### src/rtl/smc_pkg.sv
package smc_pkg;

  typedef enum logic [1:0] {
    ACT_NONE    = 2'd0,
    ACT_REFETCH = 2'd1,
    ACT_FLUSH   = 2'd2
  } fetch_act_e;

  // A speculative hit outranks a committed hit.
  function automatic fetch_act_e pick_action(input logic spec_hit, input logic comm_hit);
    if (spec_hit)      return ACT_FLUSH;
    else if (comm_hit) return ACT_REFETCH;
    else               return ACT_NONE;
  endfunction

endpackage

### src/rtl/smc_inuse_tbl.sv
module smc_inuse_tbl #(
  parameter int ENTRIES = 128,
  parameter int PAGE_W  = 20,
  localparam int IDX_W  = $clog2(ENTRIES)
) (
  input  logic              clk,
  input  logic              rst_n,
  input  logic              repl_vld,
  input  logic [IDX_W-1:0]  repl_idx,
  input  logic [PAGE_W-1:0] repl_page,
  input  logic              fill_vld,
  input  logic [IDX_W-1:0]  fill_idx,
  input  logic              chk_vld,
  input  logic [PAGE_W-1:0] chk_page,
  output logic              chk_hit
);

  logic [PAGE_W-1:0]  page_q [ENTRIES];
  logic [ENTRIES-1:0] present_q;
  logic [ENTRIES-1:0] match;

  for (genvar g = 0; g < ENTRIES; g++) begin : g_ent
    logic repl_here, fill_here, kill_here;
    assign repl_here = repl_vld && (repl_idx == IDX_W'(g));
    assign fill_here = fill_vld && (fill_idx == IDX_W'(g));
    assign match[g]  = present_q[g] && (page_q[g] == chk_page);
    assign kill_here = chk_vld && match[g];

    always_ff @(posedge clk) begin
      if (repl_here) page_q[g] <= repl_page;
    end

    // Replacement and invalidation both win over a fill in the same cycle.
    always_ff @(posedge clk) begin
      if (!rst_n) present_q[g] <= 1'b0;
      else        present_q[g] <= (present_q[g] || fill_here) && !repl_here && !kill_here;
    end
  end

  assign chk_hit = chk_vld && (|match);

endmodule

### src/rtl/smc_pend_buf.sv
module smc_pend_buf #(
  parameter int DEPTH  = 8,
  parameter int LINE_W = 26,
  localparam int ID_W  = $clog2(DEPTH)
) (
  input  logic              clk,
  input  logic              rst_n,
  input  logic              set_vld,
  input  logic [ID_W-1:0]   set_id,
  input  logic [LINE_W-1:0] set_line,
  input  logic [DEPTH-1:0]  clr_mask,
  input  logic [LINE_W-1:0] look_line,
  output logic              look_hit,
  output logic [LINE_W-1:0] line_o [DEPTH],
  output logic [DEPTH-1:0]  valid_o
);

  logic [DEPTH-1:0]  valid_q;
  logic [LINE_W-1:0] line_q [DEPTH];
  logic [DEPTH-1:0]  eq;

  for (genvar g = 0; g < DEPTH; g++) begin : g_slot
    logic set_here;
    assign set_here = set_vld && (set_id == ID_W'(g));
    assign eq[g]    = valid_q[g] && (line_q[g] == look_line);
    assign line_o[g] = line_q[g];

    always_ff @(posedge clk) begin
      if (set_here) line_q[g] <= set_line;
    end

    // Setting a slot takes priority over clearing it.
    always_ff @(posedge clk) begin
      if (!rst_n)          valid_q[g] <= 1'b0;
      else if (set_here)   valid_q[g] <= 1'b1;
      else if (clr_mask[g]) valid_q[g] <= 1'b0;
    end
  end

  assign look_hit = |eq;
  assign valid_o  = valid_q;

endmodule

### src/rtl/smc_guard.sv
module smc_guard
  import smc_pkg::*;
#(
  parameter int ADDR_W       = 32,
  parameter int PAGE_SHIFT   = 12,
  parameter int LINE_SHIFT   = 6,
  parameter int ITLB_ENTRIES = 128,
  parameter int SB_DEPTH     = 8,
  parameter int WCB_DEPTH    = 4,
  localparam int PAGE_W      = ADDR_W - PAGE_SHIFT,
  localparam int LINE_W      = ADDR_W - LINE_SHIFT,
  localparam int ITLB_IDX    = $clog2(ITLB_ENTRIES),
  localparam int SB_IDX      = $clog2(SB_DEPTH),
  localparam int WCB_IDX     = $clog2(WCB_DEPTH)
) (
  input  logic                clk,
  input  logic                rst_n,
  input  logic                itlb_repl_vld,
  input  logic [ITLB_IDX-1:0] itlb_repl_idx,
  input  logic [PAGE_W-1:0]   itlb_repl_page,
  input  logic                ifill_vld,
  input  logic [ITLB_IDX-1:0] ifill_idx,
  input  logic                st_alloc_vld,
  input  logic [SB_IDX-1:0]   st_alloc_id,
  input  logic [ADDR_W-1:0]   st_alloc_addr,
  input  logic                st_commit_vld,
  input  logic [SB_IDX-1:0]   st_commit_id,
  input  logic [WCB_IDX-1:0]  st_commit_wcb,
  input  logic                wcb_drain_vld,
  input  logic [WCB_IDX-1:0]  wcb_drain_id,
  input  logic                pipe_flush,
  input  logic                fetch_vld,
  input  logic [ADDR_W-1:0]   fetch_addr,
  output logic                inval_req,
  output logic [PAGE_W-1:0]   inval_page,
  output logic                refetch_req,
  output logic                flush_req
);

  function automatic logic [LINE_W-1:0] line_of(input logic [ADDR_W-1:0] a);
    return a[ADDR_W-1:LINE_SHIFT];
  endfunction

  function automatic logic [PAGE_W-1:0] page_of(input logic [ADDR_W-1:0] a);
    return a[ADDR_W-1:PAGE_SHIFT];
  endfunction

  // Named internal events, visible to the bound checker.
  logic [PAGE_W-1:0]  store_page_w;
  logic [LINE_W-1:0]  store_line_w;
  logic [LINE_W-1:0]  fetch_line_w;
  logic               store_hit_w;
  logic               sb_hit_w;
  logic               wcb_hit_w;
  fetch_act_e         fetch_act_w;
  logic [LINE_W-1:0]  commit_line_w;
  logic [SB_DEPTH-1:0]  sb_valid_w;
  logic [WCB_DEPTH-1:0] wcb_valid_w;
  logic [SB_DEPTH-1:0]  sb_clr_w;
  logic [WCB_DEPTH-1:0] wcb_clr_w;
  logic [LINE_W-1:0]  sb_lines_w  [SB_DEPTH];
  logic [LINE_W-1:0]  wcb_lines_w [WCB_DEPTH];

  assign store_page_w = page_of(st_alloc_addr);
  assign store_line_w = line_of(st_alloc_addr);
  assign fetch_line_w = line_of(fetch_addr);

  // Case 1: store against pages holding cached instructions.
  smc_inuse_tbl #(
    .ENTRIES (ITLB_ENTRIES),
    .PAGE_W  (PAGE_W)
  ) u_inuse (
    .clk       (clk),
    .rst_n     (rst_n),
    .repl_vld  (itlb_repl_vld),
    .repl_idx  (itlb_repl_idx),
    .repl_page (itlb_repl_page),
    .fill_vld  (ifill_vld),
    .fill_idx  (ifill_idx),
    .chk_vld   (st_alloc_vld),
    .chk_page  (store_page_w),
    .chk_hit   (store_hit_w)
  );

  // Clear masks: commit frees its entry, flush frees all; drain frees one slot.
  for (genvar g = 0; g < SB_DEPTH; g++) begin : g_sbclr
    assign sb_clr_w[g] = pipe_flush || (st_commit_vld && (st_commit_id == SB_IDX'(g)));
  end
  for (genvar g = 0; g < WCB_DEPTH; g++) begin : g_wcbclr
    assign wcb_clr_w[g] = wcb_drain_vld && (wcb_drain_id == WCB_IDX'(g));
  end

  assign commit_line_w = sb_lines_w[st_commit_id];

  // Case 2a: speculative stores.
  smc_pend_buf #(
    .DEPTH  (SB_DEPTH),
    .LINE_W (LINE_W)
  ) u_sb (
    .clk       (clk),
    .rst_n     (rst_n),
    .set_vld   (st_alloc_vld && !pipe_flush),
    .set_id    (st_alloc_id),
    .set_line  (store_line_w),
    .clr_mask  (sb_clr_w),
    .look_line (fetch_line_w),
    .look_hit  (sb_hit_w),
    .line_o    (sb_lines_w),
    .valid_o   (sb_valid_w)
  );

  // Case 2b: committed stores awaiting drain.
  smc_pend_buf #(
    .DEPTH  (WCB_DEPTH),
    .LINE_W (LINE_W)
  ) u_wcb (
    .clk       (clk),
    .rst_n     (rst_n),
    .set_vld   (st_commit_vld),
    .set_id    (st_commit_wcb),
    .set_line  (commit_line_w),
    .clr_mask  (wcb_clr_w),
    .look_line (fetch_line_w),
    .look_hit  (wcb_hit_w),
    .line_o    (wcb_lines_w),
    .valid_o   (wcb_valid_w)
  );

  assign fetch_act_w = fetch_vld ? pick_action(sb_hit_w, wcb_hit_w) : ACT_NONE;

  always_ff @(posedge clk) begin
    if (!rst_n) begin
      inval_req   <= 1'b0;
      inval_page  <= '0;
      refetch_req <= 1'b0;
      flush_req   <= 1'b0;
    end else begin
      inval_req   <= store_hit_w;
      if (store_hit_w) inval_page <= store_page_w;
      refetch_req <= (fetch_act_w == ACT_REFETCH);
      flush_req   <= (fetch_act_w == ACT_FLUSH);
    end
  end

endmodule

### config.mk
export PLATFORM = sky130hd
export DESIGN_NAME = smc_guard
export DESIGN_NICKNAME = d
export VERILOG_FILES = /design/src/rtl/smc_pkg.sv /design/src/rtl/smc_inuse_tbl.sv /design/src/rtl/smc_pend_buf.sv /design/src/rtl/smc_guard.sv
export SDC_FILE = /design/constraint.sdc
export NUM_CORES = 2
export LEC_CHECK = 0
export BUFFER_PORTS_ARGS = -buffer_cell sky130_fd_sc_hd__clkbuf_2
export CELL_PAD_IN_SITES_DETAIL_PLACEMENT = 2
export CELL_PAD_IN_SITES_GLOBAL_PLACEMENT = 2
export CORE_MARGIN = 5
export CORE_UTILIZATION = 40
export DETAILED_ROUTE_END_ITERATION = 8
export GPL_TIMING_DRIVEN = 0
export PLACE_DENSITY = 0.74
export SLEW_MARGIN = 20
export SYNTH_ARGS = -nofsm -noshare
export SYNTH_HDL_FRONTEND = slang
export SYNTH_HIERARCHICAL = 1
export SYNTH_SLANG_ARGS = --single-unit
### constraint.sdc
create_clock -name clk -period 3.3 [get_ports clk]
set_input_delay 0 -clock clk [delete_from_list [all_inputs] [get_ports clk]]
set_output_delay 0 -clock clk [all_outputs]
set_load 0.02 [all_outputs]
==> qor.yml <==
status: "finished with violations"
violations: "setup timing"
path_class: "flip-flop to flip-flop"
ant_nets: 0
synth_seq_cells: 3035
start_util_pct: 40.1
path_clk_slew_ns: 0.06
r2r-start: "u_inuse/page_q[1][698]$_DFFE_PP_"
worst-r2r-setup-slack_ns: -0.38
worstMarginPinSlew_ns: 1.34
peakVddDrop_v: 0.000484
gr-usage-all-layers_pct: 40.6
die_area_um2: 336000
rr_endpoint: "inval_page[5]$_SDFFE_PN0P_"
grt_max_degree: 58
fin_crit_ns: 3.68
routed_wl_mm: 704
synthDominantCellAreaShare_pct: 66.4
setup_viol: 40
worstSkewPairLatency_ns: 0.98
num_io_pins: 140
grt_pass1_wl_mm: 908
final_common_cell: "edfxtp_1"
synth_area_leaders: "edfxtp_1 (66%), xnor2_1 (12%), xor2_1 (7.2%), dfxtp_1 (2.5%), nand4_1 (2.3%)"
wl_per_cell_um: 51.7
synth.area.mux_share_pct: 1.27
fin_nets: 9111
syn_inst: 8178
synth_compound_area_share_pct: 1.59
die_w_um: 580
seq_area_um2: 89500
cts_made_buffers: 334
rsz0062_at_grt: "yes"
cp-startpoint: "u_inuse/page_q[1][698]$_DFFE_PP_"
multi_input_area_um2: 38700
final_area_um2: 153000
cts_tree: "done"
cts_max_level: 5
max_freq_ghz: 0.272
placed_area_um2: 141000
synth_area_leader_cell: "edfxtp_1"
syn_avg_cell_area_um2: 15.9
grt_overflow: 0
synth_xor_area_share_pct: 19.4
portBuffers: 118
cts_buffer_depth: 4
gp_congestion: 1.03
arrival_ns: 4.54
setup_ws_ns: -0.378
cp.required_ns: 4.16
area_growth_pct: 18.1
place_hpwl_mm: 453
worst_hold_slack_ns: 0.0325
maxSlewViolCount: 0
period_share_pct: 111
critPathLaunchType: "flip-flop"
die_y_um: 580
drc_errors: 0
synthSimpleGateAreaFrac_pct: 6.28
routed_via_density: 6.63
fp.coreArea_um2: 324000
end_kind: "flip-flop"
ys_warn_count: 6
rows: 209
hp-class: "input pin to flip-flop"
grt_pass1_vias: 90656
cap_violations: 0
synth_cell_types: 47
grt_antenna_before_repair: 50
nFillCells: 29929
hold_viol_final: 0
cts_sinks: 3035
num_vias: 90262
yosys.area_share.adder_pct: 0
synth_top_family_by_area: "XOR/XNOR gates"
synth-seq-area-share_pct: 68.9
worst-path-max-fanout: 6
cellPowerDensity_nw_per_um2: 575
cts_root_buffer: "clkbuf_16"
synthesis.nets: 8295
relSlewSlack_pct: 10.4
drt_iter0_markers: 16757
rr_worst_depth: 12
endpoint: "inval_page[5]$_SDFFE_PN0P_"
layout_common_cells: "edfxtp_1 (2872), xnor2_1 (1796), xor2_1 (1067)"
drt_first_pass_iters: 6
finClkSkew_ns: 0.0543
drive_gt1_share_pct: 16.8
mappedNetlistArea_um2: 130000
p_leak_nw: 48.1
## stage by stage
step | setup WS (ns) | TNS (ns) | utilization, % | total power, mW | instances
2_1_floorplan | 0.579 | 0 | - | 46.2 | 8178
3_3_place_gp | -4.12 | -7477.75 | 42.0 | 50.3 | 12621
3_5_place_dp | -2.09 | -97.84 | 43.6 | 50.7 | 12888
4_1_cts | -0.175 | -2.64 | 47.3 | 87.7 | 13576
5_1_grt | -0.325 | -5.51 | 47.3 | 89.7 | 13581
6_report | -0.378 | -6.32 | 47.4 | 88.2 | 13605
## registers in the layout (all words and copies together) (netlist names)
signal	flops
u_sb/valid_o	8
u_wcb/valid_o	4
u_inuse/page_q	2560
u_inuse/present_q	128
inval_req	1
refetch_req	1
u_sb/line_q	208
flush_req	1
inval_page	20
u_wcb/line_q	104
## synth_stat cells (all sizes together)
library cell and n:
or2 2, nor4 438, mux4 40, nand2 32, dfxtp 163, mux2i 22, mux2 37, buf 328
nand3 147, nor3 18, nand4 467, a31o 2, xnor2 1804, edfxtp 2872, a211oi 5, and2 2
and3 4, and3b 3, or3b 4, a21boi 1, inv 2, nand2b 7, o21a 12, a21oi 128
o22ai 11, nand3b 7, xor2 1068, or3 3, o21bai 2, o221ai 128, a221oi 1, and4b 1
nor3b 3, nor2 275, nor2b 40, a21o 4, clkbuf 91, a22oi 4
## cell type report
cell class	instances	share of cell area (%)
diodes	28	0.0457
inverters	2	0.00490
clock inverters	178	0.973
well taps	4325	3.53
repair buffers	480	3.71
multi-input cells	4722	25.2
flip-flops and latches	3035	58.4
plain buffers	419	2.26
clock buffers	416	5.88
## worst min-delay path by stage
stage,from,slack (ns),cells past startpoint,endpoint
2_1_floorplan,itlb_repl_page[0],0.1,0,u_inuse/page_q[0][0]$_DFFE_PP_
3_3_place_gp,fetch_vld,0.25,2,flush_req$_SDFF_PN0_
3_5_place_dp,fetch_vld,0.26,2,flush_req$_SDFF_PN0_
4_1_cts,ifill_idx[2],0.003,6,u_inuse/present_q[13]$_SDFF_PN0_
5_1_grt,itlb_repl_idx[4],0.03,4,u_inuse/present_q[30]$_SDFF_PN0_
6_report,itlb_repl_idx[4],0.03,4,u_inuse/present_q[30]$_SDFF_PN0_
## layer usage
layer	routed length (um)	vias to the layer above	global-route usage, %	share of wire (%)
met2	303000	8132	59.9	43
met1	241000	47821	49.3	34
li1	-	31952	-	-
met5	93	-	0	0.013
met3	91200	2345	13.0	13
met4	68700	12	32.0	9.8
## where the power goes
group | internal [mW] | switching [mW] | total (mW)
combinational | 1.94 | 6.08 | 8.02
clock | 21.0 | 16.7 | 37.7
sequential | 42.4 | 0.129 | 42.5
## worst max-delay path: stages (launching register included)
cell,delay (ns)
edfxtp_1,0.42
xor2_1,0.18
nor4_1,0.44
nand4_1,0.20
nor4_2,0.77
nor4_1,0.20
nand4_1,0.20
nor4_2,0.07
a21boi_1,0.25
clkbuf_16,0.28
buf_12,0.16
mux2i_2,0.26
nor2b_1,0.08
## kinds of logic (layout without fill, tap and decap cells)
group | count (synthesis) | in the layout
AOI/OAI and AO/OA | 298 | 298
xor gates and xnor gates | 2872 | 2872
buffers and inverters | 421 | 1495
DFF | 3035 | 3035
muxes | 99 | 99
other | 0 | 28
and+or+nand+nor | 1453 | 1453
## repair_timing
action	4_1_cts	5_1_grt
endpoints found under the setup margin	21	22
resized for setup	89	23
buffers inserted	5	2
pin swaps	7	11
hold buffers	88	0
hold endpoints to repair	2452	0
cloned	1	1
Power figures use the tool's default switching activity.
